**config.mk**
```make
export PLATFORM = sky130hd
export DESIGN_NAME = svc_watchdog
export DESIGN_NICKNAME = d
export VERILOG_FILES = /design/src/rtl/wdg_pkg.sv /design/src/rtl/wdg_prescale.sv /design/src/rtl/wdg_counter.sv /design/src/rtl/wdg_ctrl.sv /design/src/rtl/svc_watchdog.sv
export SDC_FILE = /design/constraint.sdc
export NUM_CORES = 1
export LEC_CHECK = 0
export ABC_CLOCK_PERIOD_IN_PS = 2100
export BUFFER_PORTS_ARGS = -buffer_cell sky130_fd_sc_hd__buf_2
export CAP_MARGIN = 10
export CORE_MARGIN = 3
export CORE_UTILIZATION = 30
export CTS_BUF_LIST = sky130_fd_sc_hd__clkbuf_4 sky130_fd_sc_hd__clkbuf_8
export CTS_CLUSTER_DIAMETER = 80
export CTS_CLUSTER_SIZE = 28
export DETAILED_ROUTE_END_ITERATION = 12
export REMOVE_ABC_BUFFERS = 1
export SYNTH_ARGS = -nofsm -noshare
export SYNTH_HDL_FRONTEND = slang
export SYNTH_SLANG_ARGS = --single-unit
```
**constraint.sdc**
```tcl
create_clock -name clk -period 2.1 [get_ports clk]
set_clock_uncertainty 0.1 [all_clocks]
set_input_delay 0 -clock clk [delete_from_list [all_inputs] [get_ports clk]]
set_output_delay 0 -clock clk [all_outputs]
set_load 0.01 [all_outputs]
```
**src/rtl/wdg_pkg.sv**
```systemverilog
package wdg_pkg;
   typedef struct packed {
      logic en;
      logic lock;
      logic busy;
   } wdg_state_t;

   function automatic int unsigned wdg_pulse_w(input int unsigned len);
      return $clog2(len + 1);
   endfunction
endpackage

```
**src/rtl/wdg_prescale.sv**
```systemverilog
module wdg_prescale #(
   parameter int unsigned DIV_LO = 2,
   parameter int unsigned DIV_HI = 128
) (
   input  logic clk,
   input  logic rst_n,
   input  logic clr,
   input  logic run,
   input  logic sel,
   output logic tick
);
   localparam int unsigned PRE_W = $clog2(DIV_HI);

   logic [PRE_W-1:0] pre_q;
   logic [PRE_W-1:0] lim;

   generate
      if (DIV_LO == DIV_HI) begin : g_fixed
         assign lim = PRE_W'(DIV_HI - 1);
      end else begin : g_select
         assign lim = sel ? PRE_W'(DIV_HI - 1) : PRE_W'(DIV_LO - 1);
      end
   endgenerate

   assign tick = run && (pre_q >= lim);

   always_ff @(posedge clk or negedge rst_n) begin
      if (!rst_n) begin
         pre_q <= '0;
      end else if (clr) begin
         pre_q <= '0;
      end else if (run) begin
         pre_q <= tick ? '0 : pre_q + 1'b1;
      end
   end
endmodule

```
**src/rtl/wdg_counter.sv**
```systemverilog
module wdg_counter #(
   parameter int unsigned CNT_W = 16,
   parameter int unsigned RLD_W = 8
) (
   input  logic             clk,
   input  logic             rst_n,
   input  logic             clr,
   input  logic             load,
   input  logic [RLD_W-1:0] reload,
   input  logic             step,
   output logic             wrap
);
   localparam int unsigned LO_W = CNT_W - RLD_W;

   logic [CNT_W-1:0] cnt_q;
   logic [CNT_W-1:0] load_val;

   generate
      if (LO_W == 0) begin : g_full_load
         assign load_val = reload;
      end else begin : g_high_load
         assign load_val = {reload, {LO_W{1'b0}}};
      end
   endgenerate

   assign wrap = step && (&cnt_q);

   always_ff @(posedge clk or negedge rst_n) begin
      if (!rst_n) begin
         cnt_q <= '0;
      end else if (clr) begin
         cnt_q <= '0;
      end else if (load) begin
         cnt_q <= load_val;
      end else if (step) begin
         cnt_q <= cnt_q + 1'b1;
      end
   end
endmodule

```
**src/rtl/wdg_ctrl.sv**
```systemverilog
module wdg_ctrl
   import wdg_pkg::*;
#(
   parameter int unsigned PULSE_LEN = 8
) (
   input  logic clk,
   input  logic rst_n,
   input  logic service_i,
   input  logic disable_i,
   input  logic einit_i,
   input  logic wrap_i,
   output logic run_o,
   output logic load_o,
   output logic clr_o,
   output logic busy_o
);
   localparam int unsigned PW = wdg_pulse_w(PULSE_LEN);

   wdg_state_t     st_q;
   logic [PW-1:0]  pcnt_q;
   logic           svc_ok;
   logic           dis_ok;
   logic           fire;

   assign svc_ok = service_i && st_q.en && !st_q.busy;
   assign dis_ok = disable_i && st_q.en && !st_q.lock && !st_q.busy;
   assign fire   = wrap_i && !svc_ok && !dis_ok;

   assign run_o  = st_q.en && !st_q.busy;
   assign load_o = svc_ok;
   assign clr_o  = fire || st_q.busy;
   assign busy_o = st_q.busy;

   always_ff @(posedge clk or negedge rst_n) begin
      if (!rst_n) begin
         st_q   <= '{en: 1'b1, lock: 1'b0, busy: 1'b0};
         pcnt_q <= '0;
      end else if (st_q.busy) begin
         if (pcnt_q == '0) begin
            st_q.busy <= 1'b0;
         end else begin
            pcnt_q <= pcnt_q - 1'b1;
         end
      end else if (fire) begin
         st_q   <= '{en: 1'b1, lock: 1'b0, busy: 1'b1};
         pcnt_q <= PW'(PULSE_LEN - 1);
      end else begin
         if (dis_ok) begin
            st_q.en <= 1'b0;
         end
         if (einit_i) begin
            st_q.lock <= 1'b1;
         end
      end
   end
endmodule

```
**src/rtl/svc_watchdog.sv**
```systemverilog
module svc_watchdog #(
   parameter int unsigned CNT_W     = 16,
   parameter int unsigned RLD_W     = 8,
   parameter int unsigned DIV_LO    = 2,
   parameter int unsigned DIV_HI    = 128,
   parameter int unsigned PULSE_LEN = 8
) (
   input  logic             clk,
   input  logic             rst_n,
   input  logic             service_i,
   input  logic             disable_i,
   input  logic             einit_i,
   input  logic             div_sel_i,
   input  logic [RLD_W-1:0] reload_i,
   output logic             rst_req_o,
   output logic             rst_out_n_o
);
   logic run;
   logic load;
   logic clr;
   logic tick;
   logic wrap;
   logic busy;

   initial begin
      assert (CNT_W >= RLD_W && RLD_W >= 1) else $error("CNT_W must cover RLD_W");
      assert (DIV_LO >= 2 && DIV_HI >= DIV_LO) else $error("divider range invalid");
      assert (PULSE_LEN >= 1) else $error("PULSE_LEN must be at least 1");
   end

   wdg_ctrl #(.PULSE_LEN(PULSE_LEN)) u_ctrl (
      .clk(clk), .rst_n(rst_n),
      .service_i(service_i), .disable_i(disable_i), .einit_i(einit_i),
      .wrap_i(wrap),
      .run_o(run), .load_o(load), .clr_o(clr), .busy_o(busy)
   );

   wdg_prescale #(.DIV_LO(DIV_LO), .DIV_HI(DIV_HI)) u_pre (
      .clk(clk), .rst_n(rst_n),
      .clr(clr || load), .run(run), .sel(div_sel_i),
      .tick(tick)
   );

   wdg_counter #(.CNT_W(CNT_W), .RLD_W(RLD_W)) u_cnt (
      .clk(clk), .rst_n(rst_n),
      .clr(clr), .load(load), .reload(reload_i), .step(tick),
      .wrap(wrap)
   );

   assign rst_req_o   = busy;
   assign rst_out_n_o = ~busy;
endmodule

```
### Word level (Yosys, flattened, before mapping)

Index checks and enable logic that the tools add are counted.

| cells by class | value |
|---|---|
| $add $sub $neg | 3 |
| order comparisons | 1 |
| equal/unequal tests | 1 |
| mux-type cells | 16 |
| bitwise logic cells | 1 |
| reductions and logical operators | 26 |

Operators with widths:

| cell | number |
|---|---|
| 16-bit 2-to-1 mux | 3 |
| 7-bit 2-to-1 mux | 4 |
| 16-bit by 1-bit adder with 16-bit output, second input constant | 1 |
| 16-bit AND reduction | 1 |
| 4-bit 2-to-1 mux | 3 |
| 1-bit logical AND | 10 |
| 2-bit nonzero test | 4 |
| 7-bit by 1-bit adder with 7-bit output, second input constant | 1 |
| 7-bit >= comparator | 1 |
| 2-bit AND reduction | 3 |
| 1-bit 2-to-1 mux | 5 |
| 1-bit logical NOT | 4 |
| 4-bit logical NOT | 1 |
| 4-bit by 1-bit subtractor with 4-bit output, second input constant | 1 |
| 3-bit nonzero test | 1 |
| 1-bit logical OR | 2 |
| 2-bit 2-to-1 mux | 1 |
| 2-bit != test, second input constant | 1 |
| 1-bit inverter | 1 |

| storage, ports and cells | value |
|---|---|
| register bits | 30 |
| input port bits | 14 |
| output and inout bits | 2 |
| word-level logic and storage cells | 54 |

### Depth between registers and ports, before layout

| logic depth | value |
|---|---|
| depth after elaboration | 9 |
| mapped depth | 9 |
| depth with buffers taken out | 7 |

### Cells and area by module

Synthesis repeated with hierarchy kept, for this count alone.

| unflattened totals | value |
|---|---|
| cells, all modules | 208 |
| area, all modules | 2,038.2 um2 |

By module, submodules not included:

| module | times used | cells an instance | area each (um2) | seq. area each (um2) |
|---|---|---|---|---|
| wdg_counter | 1 | 99 | 979.7 | 400.4 |
| wdg_prescale | 1 | 65 | 590.6 | 175.2 |
| wdg_ctrl | 1 | 42 | 457.9 | 176.4 |
| svc_watchdog | 1 | 2 | 10.0 | 0.0 |

### Worst setup path after synthesis

OpenSTA, ideal clock, no wires.

| timing | value |
|---|---|
| path kind | reg-to-reg |
| start | register u_pre.pre_q[4] |
| end | register u_ctrl.pcnt_q[1] |
| setup time | 128 ps |
| arrival | 1,848 ps |
| data required time | 1,872 ps |
| path slack | 25 ps |
| cell stages (with the launch flop) | 8 |
| clock period less this slack | 2,075 ps |
| path through | dfrtp_1 -> ha_1 -> o211ai_1 -> o211a_1 -> or2_1 -> buf_6 -> o21ai_4 -> mux2_1 |

| between the ends | value |
|---|---|
| longest elaborated chain between the ends | 7 |

Ends and longest elaborated chain:

| element | RTL line | text |
|---|---|---|
| from (decl) | wdg_prescale.sv:14 | `logic [PRE_W-1:0] pre_q;` |
| from (signal assigned) | wdg_prescale.sv:33 | `pre_q <= tick ? '0 : pre_q + 1'b1;` |
| 7-bit >= comparator | wdg_prescale.sv:25 | `assign tick = run && (pre_q >= lim);` |
| 1-bit logical AND | wdg_prescale.sv:25 |  |
| 1-bit logical AND | wdg_counter.sv:26 | `assign wrap = step && (&cnt_q);` |
| 1-bit logical AND (2 in series) | wdg_ctrl.sv:27 | `assign fire = wrap_i && !svc_ok && !dis_ok;` |
| 2-bit nonzero test (no source line) | n/a |  |
| 2-bit AND reduction (no source line) | n/a |  |
| to (signal assigned) | wdg_ctrl.sv:42 | `pcnt_q <= pcnt_q - 1'b1;` |
| to (signal assigned) | wdg_ctrl.sv:46 | `pcnt_q <= PW'(PULSE_LEN - 1);` |
| to (decl) | wdg_ctrl.sv:20 | `logic [PW-1:0] pcnt_q;` |

No other way between the ends.
A chain may end at the register's enable or synchronous reset.

### Worst setup path in the final report

| timing | value |
|---|---|
| start | register u_pre.pre_q[4] |
| end | register u_cnt.cnt_q[4] |

| between the ends | value |
|---|---|
| longest elaborated chain between the ends | 7 |
| elaborated cells between the ends (all ways) | 8 |
| those cells by class | 1 x order compare; 1 x mux; 6 x reduce/logical |

Ends and longest elaborated chain:

| element | RTL line | text |
|---|---|---|
| 7-bit >= comparator * | wdg_prescale.sv:25 |  |
| 1-bit logical AND * | wdg_prescale.sv:25 |  |
| 1-bit logical AND | wdg_counter.sv:26 |  |
| 1-bit logical AND (2 in series) | wdg_ctrl.sv:27 |  |
| 1-bit logical OR | wdg_ctrl.sv:31 | `assign clr_o = fire \|\| st_q.busy;` |
| 3-bit nonzero test (no source line) / 16-bit 2-to-1 mux (equally long branches) | n/a |  |
| to (signal assigned) | wdg_counter.sv:34 | `cnt_q <= load_val;` |
| to (signal assigned) | wdg_counter.sv:36 | `cnt_q <= cnt_q + 1'b1;` |
| to (decl) | wdg_counter.sv:15 | `logic [CNT_W-1:0] cnt_q;` |

Mark *: on every way between the ends. The rest lies on a longest branch, timed or not.

==> flow_summary.rst <==
.. list-table::
   :header-rows: 1

   * - Metric
     - Value
   * - Port Buffer Count
     - 15
   * - Initial antenna violation count
     - 0
   * - Min-Delay Startpoint
     - reload_i[1]
   * - Post-synthesis instance area
     - about 0.0019 sq mm
   * - # clock sinks
     - 30
   * - Fraction of the mapped netlist area in compound gates
     - between 10% and 20%
   * - Headroom to the max-slew limit
     - between 50% and 60%
   * - Number of top-level pins
     - 16
   * - Worst setup slack after placement
     - -0.0645 ns
   * - Total wire length
     - 4.76 mm
   * - Height of the die
     - between 80 and 90 um
   * - Most frequent standard cell in the layout excluding fill and tap cells
     - sky130_fd_sc_hd__buf_4
   * - Number of DRC markers in iteration 0
     - 74
   * - Cell count of the worst hold path
     - 3
   * - Post-DRT Antenna Nets
     - 0
   * - Depth of the worst register-to-register path
     - 7
   * - Data arrival time of the worst path
     - roughly 2.2 ns
   * - Area overhead of the layout relative to synthesis
     - 33.2%
   * - Post-detailed-route wirelength per cell
     - 14.2 um
   * - Endpoint of the most critical register-to-register path
     - u_cnt.cnt_q[4]$_DFFE_PN0P_
   * - RePlAce Congestion
     - approximately 0.9
   * - Overall routing resource usage
     - between 10% and 20%
   * - Number of inserted diodes
     - 0
   * - Final HPWL from detailed placement
     - ~3.4 mm
   * - Distinct cell type count of the synthesized netlist
     - 51
   * - Final design instance area without fill
     - between 0.002 and 0.003 sq mm
   * - Worst Hold Class
     - input pin to flop
   * - Share of synthesized flip-flops with an asynchronous set or reset
     - 100%
   * - DRC violation count after routing
     - 0
   * - Post-synthesis register bit count
     - 30
   * - Worst-path clk slew
     - about 0.07 ns
   * - Largest family of logic cells by synthesized area
     - simple AND/OR/NAND/NOR gates
   * - DP Area
     - about 0.0022 sq mm
   * - Fmax
     - approximately 0.47 GHz
   * - Reg-to-reg setup timing slack
     - -0.02 ns
   * - End-of-flow core utilization
     - 41.9%
   * - Run status
     - finished, violations left
   * - Avg Vias per Cell
     - ~5.2
   * - Top post-synthesis cells by area
     - sky130_fd_sc_hd__dfrtp_1 (38%), sky130_fd_sc_hd__ha_1 (6.6%), sky130_fd_sc_hd__nor2_1 (4.4%), sky130_fd_sc_hd__nand2_1 (3.6%), sky130_fd_sc_hd__a21oi_1 (3.2%)
   * - Type of element capturing the critical path
     - flop
   * - Violated checks
     - setup timing
   * - Die X
     - between 80 and 90 um
   * - Synth warn
     - 0
   * - Post-synthesis sequential area ratio
     - 39.6%
   * - Maximum number of pins on one net before global-route repair
     - 31
   * - Slew at the pin closest to its max-slew limit
     - between 0.6 and 0.7 ns
   * - Gate count after technology mapping
     - slightly above 200
   * - TritonCTS Buffers
     - 5
   * - Overall via count from detail_route
     - 1754
   * - Category of the critical setup timing path
     - flop to flop
   * - CTS tree
     - yes
   * - Core Box Area
     - roughly 0.006 sq mm
   * - Die outline area
     - between 0.007 and 0.008 sq mm
   * - Starting Density
     - 31.5%
   * - RSZ-0062 raised after global routing
     - true
   * - First-pass GRT wire length
     - roughly 8 mm
   * - Post-synthesis cell type with the largest combined area
     - sky130_fd_sc_hd__dfrtp_1
   * - Layout cells sized above 1
     - 28.0%
   * - Total Nets Final
     - approximately 280
   * - Time the final worst path needs with I/O delays and setup
     - ~2.1 ns
   * - Reg2reg start
     - u_pre.pre_q[4]$_DFFE_PN0P_
   * - Most instantiated flip-flop cell in the synthesis netlist
     - sky130_fd_sc_hd__dfrtp_1
   * - IR Drop Worst-Case VDD
     - between 0.0003 and 0.0004 V
   * - Final Cycle Share
     - 101%
   * - Number of filler instances in the final layout
     - 603
   * - DR pass1 iterations
     - 4
   * - Top library cells by usage in the layout, fill and taps aside
     - sky130_fd_sc_hd__buf_4 (30), sky130_fd_sc_hd__dfrtp_1 (29), sky130_fd_sc_hd__nor2_1 (21)
   * - Number of global-route vias before repair
     - roughly 1700
   * - Leakage power
     - 1.13 nW
   * - Smallest hold slack
     - around 0.018 ns
   * - Final Hold Violating Endpoints
     - 0
   * - Max-slew violation count
     - 0
   * - Endpoint of the worst hold-timing path
     - u_cnt.cnt_q[9]$_DFFE_PN0P_
   * - Fraction of synthesized cell area taken by the top area cell type
     - a little under two fifths
   * - Crit-path max FO
     - 5
   * - Congestion Overflow GR
     - 0
   * - Xor-xnor portion of the synthesized cell area
     - 4.62%
   * - Fraction of synthesized area in multiplexers
     - under 10%
   * - PD cells
     - 446 mW/mm^2
   * - Mean cell area of the mapped netlist
     - 9.16 sq um
   * - Share of synthesized cell area in full adder, half adder and majority cells
     - between 6 and 7%
   * - Level count of the clock H-tree
     - 2
   * - Final critical-path setup slack
     - -0.0192 ns
   * - Skew-Pair Late Insertion Delay
     - between 0.2 and 0.3 ns
   * - Startpoint type of the worst setup path
     - flop
   * - Std cell rows
     - 28
   * - Setup-violating endpoint count in the final report
     - 2
   * - Largest buffer count on any clock path
     - 2
   * - Sequential cell area
     - ~750 sq um
   * - Footprint of the multi-input gates
     - about 0.0011 sq mm
   * - Number of violations of the max-capacitance limit
     - 0
   * - Area share of and/or/nand/nor cells after synthesis
     - 25.4%
   * - Root Buffer
     - sky130_fd_sc_hd__clkbuf_8
   * - Post-synth EDFFs
     - 0
   * - Required arrival time at the worst endpoint
     - roughly 2.2 ns
-- cell usage after synthesis, drive strengths merged, types with 2 or more instances --
cell / count
a2111oi: 2
clkbuf: 6
o2111ai: 2
o22ai: 2
nand3: 11
a211oi: 5
a22o: 2
nand4: 8
nor3: 7
o21ai: 10
o211ai: 2
and3: 4
nor4: 6
mux2: 2
inv: 5
o211a: 2
nand2: 18
a21oi: 12
a31oi: 3
buf: 4
dfrtp: 29
xor2: 5
nor2: 22
a32oi: 2
nor2b: 3
ha: 10
nand2b: 3
xnor2: 5
-- where the power goes --
group	switching (mW)	internal, mW
registers	0.000000000000328	0.578
logic	0.0249	0.0248
clock network	0.223	0.277
total	0.248	0.880
-- per-stage QoR --
stage	power, mW	instances	TNS [ns]
after floorplan	0.595	197	-0.201
after global placement	0.623	317	-0.00948
after detailed placement	0.624	317	-0.136
after CTS	1.14	335	-0.00781
after global routing	1.17	336	-0.339
final	1.13	336	-0.0350
-- worst max-delay path: stages, from the launching register on --
cell	delay (ns)
sky130_fd_sc_hd__dfrtp_1	0.41
sky130_fd_sc_hd__ha_4	0.28
sky130_fd_sc_hd__o211ai_1	0.07
sky130_fd_sc_hd__o211a_1	0.27
sky130_fd_sc_hd__or2_4	0.26
sky130_fd_sc_hd__buf_4	0.16
sky130_fd_sc_hd__or3_4	0.37
sky130_fd_sc_hd__a21oi_2	0.13
-- sequential cells by signal, indices dropped and copies added (netlist names) --
register	cells
u_cnt.cnt_q	16
u_pre.pre_q	7
u_ctrl.pcnt_q	4
u_ctrl.st_q	2
u_ctrl.busy_o	1
-- layer usage --
layer | track usage (%) | share of wire [%] | vias to the layer above
met1 | 18.2 | 48 | 826
li1 | - | - | 878
met4 | 7.05 | 2.5 | 0
met3 | 3.07 | 3.5 | 10
met5 | 0 | 0 | -
met2 | 21.0 | 46 | 40
-- what timing repair did --
| action | 4_1_cts | 5_1_grt |
|---|---|---|
| hold endpoints to repair | 38 | 1 |
| endpoints found under the setup margin | 6 | 14 |
| pin swaps | 2 | 3 |
| resized for setup | 3 | 13 |
| hold buffers | 9 | 1 |
| setup buffers | 1 | 0 |
-- kinds of logic (layout without fill, tap and decap cells) --
family | Yosys count | after routing
buf+inv | 15 | 69
flops | 30 | 30
fa+ha+maj | 10 | 10
mux | 2 | 2
xor+xnor | 10 | 10
simple gates | 89 | 89
compound gates | 51 | 51
-- how the worst max path moves through the flow --
stage | from | cells past startpoint | endpoint | slack (ns)
after floorplan | u_pre.pre_q[4]$_DFFE_PN0P_ | 6 | u_ctrl.pcnt_q[1]$_DFFE_PN0P_ | -0.07
after global placement | u_pre.pre_q[4]$_DFFE_PN0P_ | 7 | u_ctrl.pcnt_q[1]$_DFFE_PN0P_ | -0.009
after detailed placement | u_pre.pre_q[4]$_DFFE_PN0P_ | 8 | u_cnt.cnt_q[13]$_DFFE_PN0P_ | -0.06
after CTS | u_pre.pre_q[5]$_DFFE_PN0P_ | 6 | u_pre.pre_q[0]$_DFFE_PN0P_ | -0.008
after global routing | u_pre.pre_q[4]$_DFFE_PN0P_ | 7 | u_cnt.cnt_q[4]$_DFFE_PN0P_ | -0.1
final | u_pre.pre_q[4]$_DFFE_PN0P_ | 7 | u_cnt.cnt_q[4]$_DFFE_PN0P_ | -0.02
-- cell type report --
cell class | instances | area share [%]
timing repair buffer | 56 | 16.6
inverter | 5 | 0.743
clock buffer | 7 | 3.57
tap | 75 | 3.71
multi-input combinational | 162 | 45.4
clock inverter | 1 | 0.198
sequential | 30 | 29.8
(Power assumes the default switching activity.)
